[config.mk]
export PLATFORM = sky130hd
export DESIGN_NAME = fpr_stack_regfile
export DESIGN_NICKNAME = d
export VERILOG_FILES = /design/src/rtl/fpr_pkg.sv /design/src/rtl/fpr_tos_ctrl.sv /design/src/rtl/fpr_storage.sv /design/src/rtl/fpr_lane_extract.sv /design/src/rtl/fpr_stack_regfile.sv
export SDC_FILE = /design/constraint.sdc
export NUM_CORES = 2
export LEC_CHECK = 0
export BUFFER_PORTS_ARGS = -buffer_cell sky130_fd_sc_hd__buf_2
export CAP_MARGIN = 30
export CORE_MARGIN = 1.5
export CORE_UTILIZATION = 40
export DETAILED_ROUTE_END_ITERATION = 16
export GPL_ROUTABILITY_DRIVEN = 0
export GPL_TIMING_DRIVEN = 0
export PLACE_DENSITY = 0.58
export SLEW_MARGIN = 20
export SYNTH_ARGS = -nofsm -noshare
export SYNTH_HDL_FRONTEND = slang
export SYNTH_HIERARCHICAL = 1
export SYNTH_SLANG_ARGS = --single-unit
[constraint.sdc]
create_clock -name clk -period 7.7 [get_ports clk]
set_input_delay 1.155 -clock clk [delete_from_list [all_inputs] [get_ports clk]]
set_output_delay 1.155 -clock clk [all_outputs]
set_load 0.01 [all_outputs]
[src/rtl/fpr_pkg.sv]
// Package: shared sizes and the lane size encoding for the register stack.
// Assumes the entry count is a power of two so pointer arithmetic wraps naturally.
package fpr_pkg;
    localparam int FPR_ENTRIES = 8;
    localparam int FPR_EXT_W   = 80;
    localparam int FPR_PK_W    = 64;

    typedef enum logic [1:0] {
        LANE_64 = 2'd0,
        LANE_32 = 2'd1,
        LANE_16 = 2'd2,
        LANE_8  = 2'd3
    } lane_sz_e;
endpackage

[src/rtl/fpr_tos_ctrl.sv]
// Module: top pointer, valid bits, request arbitration and stack flags.
// Assumes ENTRIES is a power of two. Priority: packed write, push, pop, write-to-top.
module fpr_tos_ctrl #(
    parameter int ENTRIES = 8,
    localparam int IDX_W  = $clog2(ENTRIES)
) (
    input  logic               clk,
    input  logic               rst_n,
    input  logic               push_req,
    input  logic               pop_req,
    input  logic               wtop_req,
    input  logic               pk_wr_req,
    input  logic               rd_empty_hit,
    output logic [IDX_W-1:0]   top_q,
    output logic [ENTRIES-1:0] valid_q,
    output logic               st_we,
    output logic [IDX_W-1:0]   st_widx,
    output logic               st_from_push,
    output logic               ovf_q,
    output logic               unf_q
);
    logic [IDX_W-1:0] top_dec;
    logic [IDX_W-1:0] top_inc;
    logic push_sel, pop_sel, wtop_sel;
    logic push_ok, pop_ok;

    // Arbitrate the requests and decide which stack operation is accepted.
    always_comb begin
        top_dec  = top_q - 1'b1;
        top_inc  = top_q + 1'b1;
        push_sel = push_req && !pk_wr_req;
        pop_sel  = pop_req && !push_req && !pk_wr_req;
        wtop_sel = wtop_req && !pop_req && !push_req && !pk_wr_req;
        push_ok  = push_sel && !valid_q[top_dec];
        pop_ok   = pop_sel && valid_q[top_q];
    end

    // Select the storage write for a stack-side update.
    always_comb begin
        st_we        = push_ok || wtop_sel;
        st_from_push = push_ok;
        st_widx      = push_ok ? top_dec : top_q;
    end

    // Update the pointer, the valid bits and the one-cycle flags.
    always_ff @(posedge clk) begin
        if (!rst_n) begin
            top_q   <= '0;
            valid_q <= '0;
            ovf_q   <= 1'b0;
            unf_q   <= 1'b0;
        end else begin
            ovf_q <= push_sel && valid_q[top_dec];
            unf_q <= (pop_sel && !valid_q[top_q]) || rd_empty_hit;
            if (pk_wr_req) begin
                top_q   <= '0;
                valid_q <= '1;
            end else if (push_ok) begin
                top_q            <= top_dec;
                valid_q[top_dec] <= 1'b1;
            end else if (pop_ok) begin
                top_q          <= top_inc;
                valid_q[top_q] <= 1'b0;
            end else if (wtop_sel) begin
                valid_q[top_q] <= 1'b1;
            end
        end
    end

    // an accepted push moves the pointer down by one.
    p_push_top_r3: assert property (@(posedge clk) disable iff (!rst_n)
        (push_req && !pk_wr_req && !valid_q[IDX_W'(top_q - 1'b1)])
        |=> (top_q == IDX_W'($past(top_q) - 1'b1)));

    // a push onto a valid slot flags overflow and keeps the pointer.
    p_no_overflow_r4: assert property (@(posedge clk) disable iff (!rst_n)
        (push_req && !pk_wr_req && valid_q[IDX_W'(top_q - 1'b1)])
        |=> (ovf_q && $stable(top_q)));

    // an accepted pop moves the pointer up by one.
    p_pop_top_r5: assert property (@(posedge clk) disable iff (!rst_n)
        (pop_req && !push_req && !pk_wr_req && valid_q[top_q])
        |=> (top_q == IDX_W'($past(top_q) + 1'b1)));

    // a pop of an empty top flags underflow and keeps the pointer.
    p_pop_empty_r6: assert property (@(posedge clk) disable iff (!rst_n)
        (pop_req && !push_req && !pk_wr_req && !valid_q[top_q])
        |=> (unf_q && $stable(top_q)));

    // a packed write resets the pointer and fills the valid bits.
    p_pk_reset_r9: assert property (@(posedge clk) disable iff (!rst_n)
        pk_wr_req |=> (top_q == '0 && (&valid_q)));
endmodule

[src/rtl/fpr_storage.sv]
// Module: eight wide entries with one stack-side write and one packed write.
// Assumes the controller never requests both writes in the same cycle.
// The packed write is checked first regardless.
module fpr_storage #(
    parameter int ENTRIES = 8,
    parameter int EXT_W   = 80,
    parameter int PK_W    = 64,
    localparam int IDX_W  = $clog2(ENTRIES),
    localparam int TAG_W  = EXT_W - PK_W
) (
    input  logic             clk,
    input  logic             rst_n,
    input  logic             st_we,
    input  logic [IDX_W-1:0] st_widx,
    input  logic [EXT_W-1:0] st_wdata,
    input  logic             pk_we,
    input  logic [IDX_W-1:0] pk_widx,
    input  logic [PK_W-1:0]  pk_wdata,
    output logic [EXT_W-1:0] ent_q [ENTRIES]
);
    for (genvar g = 0; g < ENTRIES; g++) begin : g_ent
        logic [EXT_W-1:0] q;
        logic             pk_hit;
        logic             st_hit;

        // Decode whether this entry is addressed by either write.
        always_comb begin
            pk_hit = pk_we && (pk_widx == IDX_W'(g));
            st_hit = st_we && (st_widx == IDX_W'(g));
        end

        // Hold one entry; a packed write forces the tag bits high.
        always_ff @(posedge clk) begin
            if (!rst_n) begin
                q <= '0;
            end else if (pk_hit) begin
                q <= {{TAG_W{1'b1}}, pk_wdata};
            end else if (st_hit) begin
                q <= st_wdata;
            end
        end

        assign ent_q[g] = q;

        // a packed write leaves all-ones tag bits and the given low word.
        p_pk_tag_r8: assert property (@(posedge clk) disable iff (!rst_n)
            (pk_we && pk_widx == IDX_W'(g))
            |=> (ent_q[g][EXT_W-1:PK_W] == {TAG_W{1'b1}}
                 && ent_q[g][PK_W-1:0] == $past(pk_wdata)));

        // an entry addressed by no write keeps its value.
        p_hold_r12: assert property (@(posedge clk) disable iff (!rst_n)
            (!(pk_we && pk_widx == IDX_W'(g)) && !(st_we && st_widx == IDX_W'(g)))
            |=> $stable(ent_q[g]));
    end
endmodule

[src/rtl/fpr_lane_extract.sv]
// Module: selects one lane of a packed word by size code and zero-extends it.
// Assumes PK_W is a power of two of at least 8. Size code s gives lanes of PK_W >> s bits.
module fpr_lane_extract #(
    parameter int PK_W    = 64,
    localparam int LIDX_W = $clog2(PK_W / 8),
    localparam int N_SZ   = LIDX_W + 1,
    localparam int SZ_W   = $clog2(N_SZ)
) (
    input  logic [PK_W-1:0]   word,
    input  logic [SZ_W-1:0]   size,
    input  logic [LIDX_W-1:0] lane,
    output logic [PK_W-1:0]   res
);
    logic [PK_W-1:0] cand [N_SZ];

    for (genvar s = 0; s < N_SZ; s++) begin : g_sz
        localparam int LW = PK_W >> s;
        localparam int NL = 1 << s;
        logic [PK_W-1:0] c;

        // Build the zero-extended lane for this size; lane number wraps modulo NL.
        always_comb begin
            c = '0;
            for (int k = 0; k < NL; k++) begin
                if ((int'(lane) % NL) == k) begin
                    c[LW-1:0] = word[k*LW +: LW];
                end
            end
        end

        assign cand[s] = c;
    end

    // Choose the candidate of the requested size.
    always_comb begin
        res = '0;
        for (int s = 0; s < N_SZ; s++) begin
            if (int'(size) == s) begin
                res = cand[s];
            end
        end
    end
endmodule

[src/rtl/fpr_stack_regfile.sv]
// Module: stack-addressed extended register file with a packed 64-bit alias view.
// Assumes ENTRIES is a power of two so (top + i) wraps in the pointer width.
// Reads are combinational; flags appear one cycle after the request.
module fpr_stack_regfile #(
    parameter int ENTRIES = fpr_pkg::FPR_ENTRIES,
    parameter int EXT_W   = fpr_pkg::FPR_EXT_W,
    parameter int PK_W    = fpr_pkg::FPR_PK_W,
    localparam int IDX_W  = $clog2(ENTRIES),
    localparam int LIDX_W = $clog2(PK_W / 8),
    localparam int SZ_W   = $clog2(LIDX_W + 1)
) (
    input  logic              clk,
    input  logic              rst_n,
    input  logic              push_en,
    input  logic [EXT_W-1:0]  push_data,
    input  logic              pop_en,
    output logic [EXT_W-1:0]  pop_data,
    input  logic              wtop_en,
    input  logic [EXT_W-1:0]  wtop_data,
    input  logic              rda_en,
    input  logic [IDX_W-1:0]  rda_idx,
    output logic [EXT_W-1:0]  rda_data,
    output logic              rda_empty,
    input  logic              rdb_en,
    input  logic [IDX_W-1:0]  rdb_idx,
    output logic [EXT_W-1:0]  rdb_data,
    output logic              rdb_empty,
    input  logic              pk_wr_en,
    input  logic [IDX_W-1:0]  pk_wr_idx,
    input  logic [PK_W-1:0]   pk_wr_data,
    input  logic [IDX_W-1:0]  pk_rd_idx,
    output logic [PK_W-1:0]   pk_rd_data,
    input  logic [SZ_W-1:0]   pk_lane_sz,
    input  logic [LIDX_W-1:0] pk_lane_idx,
    output logic [PK_W-1:0]   pk_lane_data,
    output logic [IDX_W-1:0]  top_ptr,
    output logic              overflow,
    output logic              underflow
);
    logic [IDX_W-1:0]   top_q;
    logic [ENTRIES-1:0] valid_q;
    logic               st_we;
    logic [IDX_W-1:0]   st_widx;
    logic               st_from_push;
    logic [EXT_W-1:0]   st_wdata;
    logic [EXT_W-1:0]   ent_q [ENTRIES];
    logic [IDX_W-1:0]   phys_a;
    logic [IDX_W-1:0]   phys_b;
    logic               rd_empty_hit;

    // Map relative read indices onto physical entries and test emptiness.
    always_comb begin
        phys_a       = top_q + rda_idx;
        phys_b       = top_q + rdb_idx;
        rda_data     = ent_q[phys_a];
        rdb_data     = ent_q[phys_b];
        rda_empty    = !valid_q[phys_a];
        rdb_empty    = !valid_q[phys_b];
        pop_data     = ent_q[top_q];
        rd_empty_hit = (rda_en && !valid_q[phys_a]) || (rdb_en && !valid_q[phys_b]);
        st_wdata     = st_from_push ? push_data : wtop_data;
        pk_rd_data   = ent_q[pk_rd_idx][PK_W-1:0];
        top_ptr      = top_q;
    end

    fpr_tos_ctrl #(.ENTRIES(ENTRIES)) ctrl_i (
        .clk          (clk),
        .rst_n        (rst_n),
        .push_req     (push_en),
        .pop_req      (pop_en),
        .wtop_req     (wtop_en),
        .pk_wr_req    (pk_wr_en),
        .rd_empty_hit (rd_empty_hit),
        .top_q        (top_q),
        .valid_q      (valid_q),
        .st_we        (st_we),
        .st_widx      (st_widx),
        .st_from_push (st_from_push),
        .ovf_q        (overflow),
        .unf_q        (underflow)
    );

    fpr_storage #(.ENTRIES(ENTRIES), .EXT_W(EXT_W), .PK_W(PK_W)) store_i (
        .clk      (clk),
        .rst_n    (rst_n),
        .st_we    (st_we),
        .st_widx  (st_widx),
        .st_wdata (st_wdata),
        .pk_we    (pk_wr_en),
        .pk_widx  (pk_wr_idx),
        .pk_wdata (pk_wr_data),
        .ent_q    (ent_q)
    );

    fpr_lane_extract #(.PK_W(PK_W)) lane_i (
        .word (pk_rd_data),
        .size (pk_lane_sz),
        .lane (pk_lane_idx),
        .res  (pk_lane_data)
    );

    // byte lanes leave every bit above the lowest byte clear.
    p_byte_lane_r11: assert property (@(posedge clk) disable iff (!rst_n)
        (pk_lane_sz == SZ_W'(fpr_pkg::LANE_8)) |-> (pk_lane_data[PK_W-1:8] == '0));

    // an enabled read of an empty entry raises underflow next cycle.
    p_rd_underflow_r6: assert property (@(posedge clk) disable iff (!rst_n)
        (rda_en && rda_empty) |=> underflow);
endmodule

After elaboration in Yosys (flattened, before gate mapping) --
Cells that the tools add are included.
Storage, ports and cells: word-level logic and storage cells 185, input port bits 249, register bits after elaboration 653, output and inout port bits 375
Operators by class: equal/unequal tests 27, add/subtract/negate cells 4, reduce and logical (&&, ||, !) cells 57, bitwise operators 9, $lt $le $gt $ge 10, muxes and demuxes 66
Operator list (count):
- two-way mux 80 bit | 23
- binary-select mux 80 bit (select 3 bit) | 4
- two-way mux 64 bit | 6
- zero test 32 bit | 3
- two-way mux 8 bit | 12
- two-way mux 16 bit | 4
- two-way mux 32 bit | 2
- == test 3 bit (second input constant) | 12
- logical AND 1 bit | 30
- == test 3 x 2 -> 1 bit (second input constant) | 6
- nonzero test 2 bit | 9
- >= comparator 4 bit (second input constant) | 4
- < comparator 3 x 4 -> 1 bit (second input constant) | 4
- NOT 3 -> 4 bit | 4
- bitwise OR 8 bit | 2
- binary-select mux 1 bit (select 3 bit) | 4
- == test 3 x 1 -> 1 bit (second input constant) | 3
- two-way mux 3 bit | 3
- AND 8 bit | 1
- == test 2 bit (second input constant) | 4
- NOT 8 bit | 1
- zero test 1 bit | 7
- adder 3 bit | 2
- demux 1 bit (select 3 bit) | 2
- 11 further kinds | 21

Longest topological paths before layout --
word-level depth 13, depth in mapped cells 17, depth with buffers taken out 11

Hierarchy --
The synthesis kept the hierarchy.
By module, submodules not included:
- fpr_storage | area an instance 26549.2 µm², sequential area each 12812.3 µm², times used 1, cells each 3519
- fpr_stack_regfile | area an instance 19725.2 µm², sequential area each 0.0 µm², times used 1, cells each 1189
- fpr_lane_extract | area an instance 2014.4 µm², sequential area each 0.0 µm², times used 1, cells each 325
- fpr_tos_ctrl | area an instance 1054.8 µm², sequential area each 260.2 µm², times used 1, cells each 133

Worst setup path before layout --
Ideal clock, no wire load.
path kind input -> output, start point input pk_rd_idx[0], end point output pk_lane_data[0], path buffers 2, stages 7, arrival 3312 ps, data required time 6545 ps, path slack 3233 ps, path through clkbuf_1 -> buf_2 -> mux4_2 -> mux2_2 -> mux4_2 -> mux2i_1 -> o221ai_1
On the way: elaborated cells on any way between the ends 22, those cells by class mux: 21; bitwise: 1
RTL lines:
- from (decl) | line fpr_stack_regfile.sv:31 | input logic [IDX_W-1:0] pk_rd_idx,
- NOT 3 -> 4 bit (not written as such) (*) | line fpr_stack_regfile.sv:62 | pk_rd_data = ent_q[pk_rd_idx][PK_W-1:0];
- binary-select mux 80 bit (select 3 bit) (*) | line fpr_stack_regfile.sv:62
- two-way mux 64 bit (not written as such) (*) (2 in series) | line fpr_stack_regfile.sv:62
- net pk_rd_data[48] | line fpr_stack_regfile.sv:32 | output logic [PK_W-1:0] pk_rd_data,
- two-way mux 16 bit / two-way mux 8 bit (equally long branches) | line fpr_lane_extract.sv:25 | if ((int'(lane) % NL) == k) begin
- two-way mux 64 bit / two-way mux 8 bit (equally long branches) | line fpr_lane_extract.sv:38, fpr_lane_extract.sv:25
- two-way mux 64 bit (*) | line fpr_lane_extract.sv:38 | if (int'(size) == s) begin
- to (decl) | line fpr_stack_regfile.sv:35 | output logic [PK_W-1:0] pk_lane_data,
Mark *: on every way through the listed nets, which the timed path passes. The rest lies on a longest branch. The select of a mux whose other input is x is not followed.

Worst setup path after layout --
start point register ctrl_i.top_q[1], end point output rda_data[31]
On the way: word-level cells in the longest chain between the ends 5
Ends and longest elaborated chain:
- from (decl) | line fpr_tos_ctrl.sv:14 | output logic [IDX_W-1:0] top_q,
- from (signal assigned) | line fpr_tos_ctrl.sv:59 | top_q <= top_dec;
- from (signal assigned) | line fpr_tos_ctrl.sv:62 | top_q <= top_inc;
- adder 3 bit | line fpr_stack_regfile.sv:53 | phys_a = top_q + rda_idx;
- NOT 3 -> 4 bit (not written as such) | line fpr_stack_regfile.sv:55 | rda_data = ent_q[phys_a];
- binary-select mux 80 bit (select 3 bit) | line fpr_stack_regfile.sv:55
- two-way mux 80 bit (not written as such) (2 in series) | line fpr_stack_regfile.sv:55
- to (decl) | line fpr_stack_regfile.sv:22 | output logic [EXT_W-1:0] rda_data,
No other way between the ends. The select of a mux whose other input is x is not followed.

==> flow_summary.toml <==
[route]
via_per_inst = 6.80
num_vias = 51700
drt-pass1-iter-count = 7
postRouteAntennaNets = 0
wl_per_cell_um = 33.9
wl_um = 258000
drc = 0
dr.first_iter.drc_count = 8311

[clocking]
clkSinkCount = 653
cts_hold_buf = 0
cts_setup_buffers = 0
cts_root_buf = "clkbuf_16"
worstSkewPairLatency_ns = 0.69
clk_path_buf_depth = 3
cts_buffers = 82
clkSlewWorstSetupHoldPaths_ns = 0.06
cts_tree = "yes"
ctsResizeCount = 0
htreeDepth = 3

[logic_synthesis]
synth_edf_count = 0
synth_nets = 5422
yosysWarnings = 6
postSynthAreaPerCell_um2 = 9.55
synth_seq_cells = 653
synthFlopType = "dfxtp_1"
netlist_area_mm2 = 0.0493
async_flop_share_pct = 0
synthCells = 5166
yosysSeqAreaShare_pct = 26.5
yosysUniqueCellTypes = 73

[setup_path]
critPathBufInv = 8
crit_family = "buffers and inverters"
critPathMaxStageDelay_ns = 0.76
critPathRequiredTime_ns = 6.55
critPathCaptureType = "primary output"
r2r_start = "ctrl_i/top_q[0]$_SDFFE_PP0P_"
cp_common_cell = "buf_2"
worst_path_max_delay_cell = "clkbuf_1"
crit_path_start_kind = "flop"
critical_path_class = "reg -> out"
cp_cell_sequence = "buf_2, buf_2, buf_2, inv_1, fa_1, buf_2, buf_2, clkbuf_1, mux4_2, mux2_4, buf_2"
arrival_ns = 6.25
path_max_fanout = 10
setup.worst_path.start = "ctrl_i/top_q[1]$_SDFFE_PP0P_"

[timing]
worstMarginPinSlew_ns = 1.18
clock.fmax_ghz = 0.135
drv_slew = 0
hold_viol_final = 0
fin_crit_sh_pct = 96.2
fin_setup_tns_ns = 0
worst_slack_ns = 0.290
skew_ns = 0.0237
fin_crit_ns = 7.41
slew_headroom_pct = 21.3
finalSetupViolCount = 0
rsz0062_at_grt = "no"

[pwr]
seqPwrFrac_pct = 33.8
p_per_area_mw_per_mm2 = 195
p_sw_share_pct = 34.3
switchingPower_mw = 3.86
p_comb_share_pct = 28.1
power.internal_mw = 7.39
p_total_mw = 11.2
leakage_nw = 21.0
power_frac_clock_pct = 38.1
peakVddDrop_mv = 0.223

[place]
dp_slack_ns = 1.27
numPortBuffers = 613
dp_hpwl_um = 191000

[cells_and_area]
nNetsFinal = 6147
layout_common_cells = "1332 x nand2_1, 746 x buf_2, 653 x dfxtp_1"
final_common_cell = "nand2_1"
postLayoutCoreUtil_pct = 47.4
layout-drive-gt1-share_pct = 35.5
area_delta_synth_final_pct = 17.2

[global_routing]
antenna_found_initial = 45
grt_pass1_wl_um = 360000
grt_use_met1_pct = 47.0
grt-ovfl-total = 0
met3_usage_pct = 18.5
grt_max_degree = 14
grt_pass1_vias = 48400
grt_use_met2_pct = 57.9
top_usage_layer = "met2"
grt_usage_pct = 39.7

[floorplanning]
dieArea_mm2 = 0.125
rows = 128
ios = 624
die_h_um = 354
dieWidth_um = 354
coreArea_mm2 = 0.122
start_util_pct = 40.4

[min_path]
min_from = "store_i/g_ent[4].q[65]$_SDFFE_PN0P_"
hp-class = "reg -> reg"

[job]
max-cap-violations = 0

[run_status]
status = "completed"
[metrics by stage]
step	instance area, um2	hold slack (ns)	cells
finish	57800	0.510	7609
global route	57800	0.523	7594
floorplan	49300	0.470	5166
global placement	54400	0.486	7404
detailed placement	54800	0.493	7425
CTS	57700	0.502	7575
[path summary, 6_finish.rpt]
check | to | slack [ns] | cells past startpoint
max | rda_data[31] | 0.29 | 11
min | store_i/g_ent[4].q[65]$_SDFFE_PN0P_ | 0.51 | 2
max reg2reg | store_i/g_ent[5].q[29]$_SDFFE_PN0P_ | 1.82 | 17
min reg2reg | store_i/g_ent[4].q[65]$_SDFFE_PN0P_ | 0.51 | 2
[registers in the layout (all words and copies together), names as in the netlist]
signal	flops
ctrl_i/unf_q	1
ctrl_i/valid_q	8
ctrl_i/top_q	3
store_i/g_ent.q	640
ctrl_i/ovf_q	1
[Yosys cell counts, drive strengths merged, types with 6 or more instances]
cell / number / area, um2
a21oi: 51 / 255
a221oi: 15 / 169
a31oi: 643 / 4040
and2: 23 / 146
buf: 312 / 2260
clkbuf: 330 / 1240
dfxtp: 653 / 13100
inv: 42 / 158
mux2: 389 / 4710
mux2i: 25 / 250
mux4: 615 / 13900
nand2: 1334 / 5020
nand2b: 13 / 81.3
nand3: 20 / 100
nand4b: 6 / 52.6
nand4bb: 6 / 67.6
nor2: 36 / 140
nor3: 16 / 80.1
o211ai: 11 / 82.6
o21ai: 531 / 2660
o221a: 6 / 67.6
o22ai: 10 / 62.6
[tightest hold or removal path: cells and delay by family, from the launching register on]
kind | cells | cell delay, ns
simple gates | 1 | 0.06
compound gates | 1 | 0.07
flops | 1 | 0.33
[cells by family (layout without fill, tap and decap cells)]
group / count (synthesis) / after routing / share of synthesized area [%]
compound gates: 1301 / 1301 / 15.5
mux: 1029 / 1029 / 38.2
other cells: 0 / 27 / 0
simple gates: 1486 / 1486 / 12.1
buf+inv: 684 / 1475 / 7.41
flops: 653 / 653 / 26.5
fa+ha+maj: 7 / 7 / 0.208
xor+xnor: 6 / 6 / 0.162
[final cells by class]
type	count	area, um2
fillers	11800	64200
multi-input cells	3829	32600
flip-flops and latches	653	13100
plain buffers	642	3520
repair buffers	641	3420
clock buffers	113	2380
well taps	1625	2030
clock inverters	37	520
inverters	42	158
diodes	27	67.6
[power groups by stage]
stage / logic [mW] / registers (mW) / clock network (mW)
finish: 3.16 / 3.80 / 4.29
global route: 3.24 / 3.82 / 4.41
CTS: 3.04 / 3.79 / 4.28
detailed placement: 3.03 / 3.86 / 0
global placement: 2.99 / 3.85 / 0
floorplan: 1.90 / 3.77 / 0
[per-layer routing]
layer  part of all wire, %  routed length, um
met2                    42             109000
met4                   7.8              20000
met5                  0.22                576
met3                    16              40700
met1                    34              88100
Note: power is estimated with default switching activity, not from simulation.
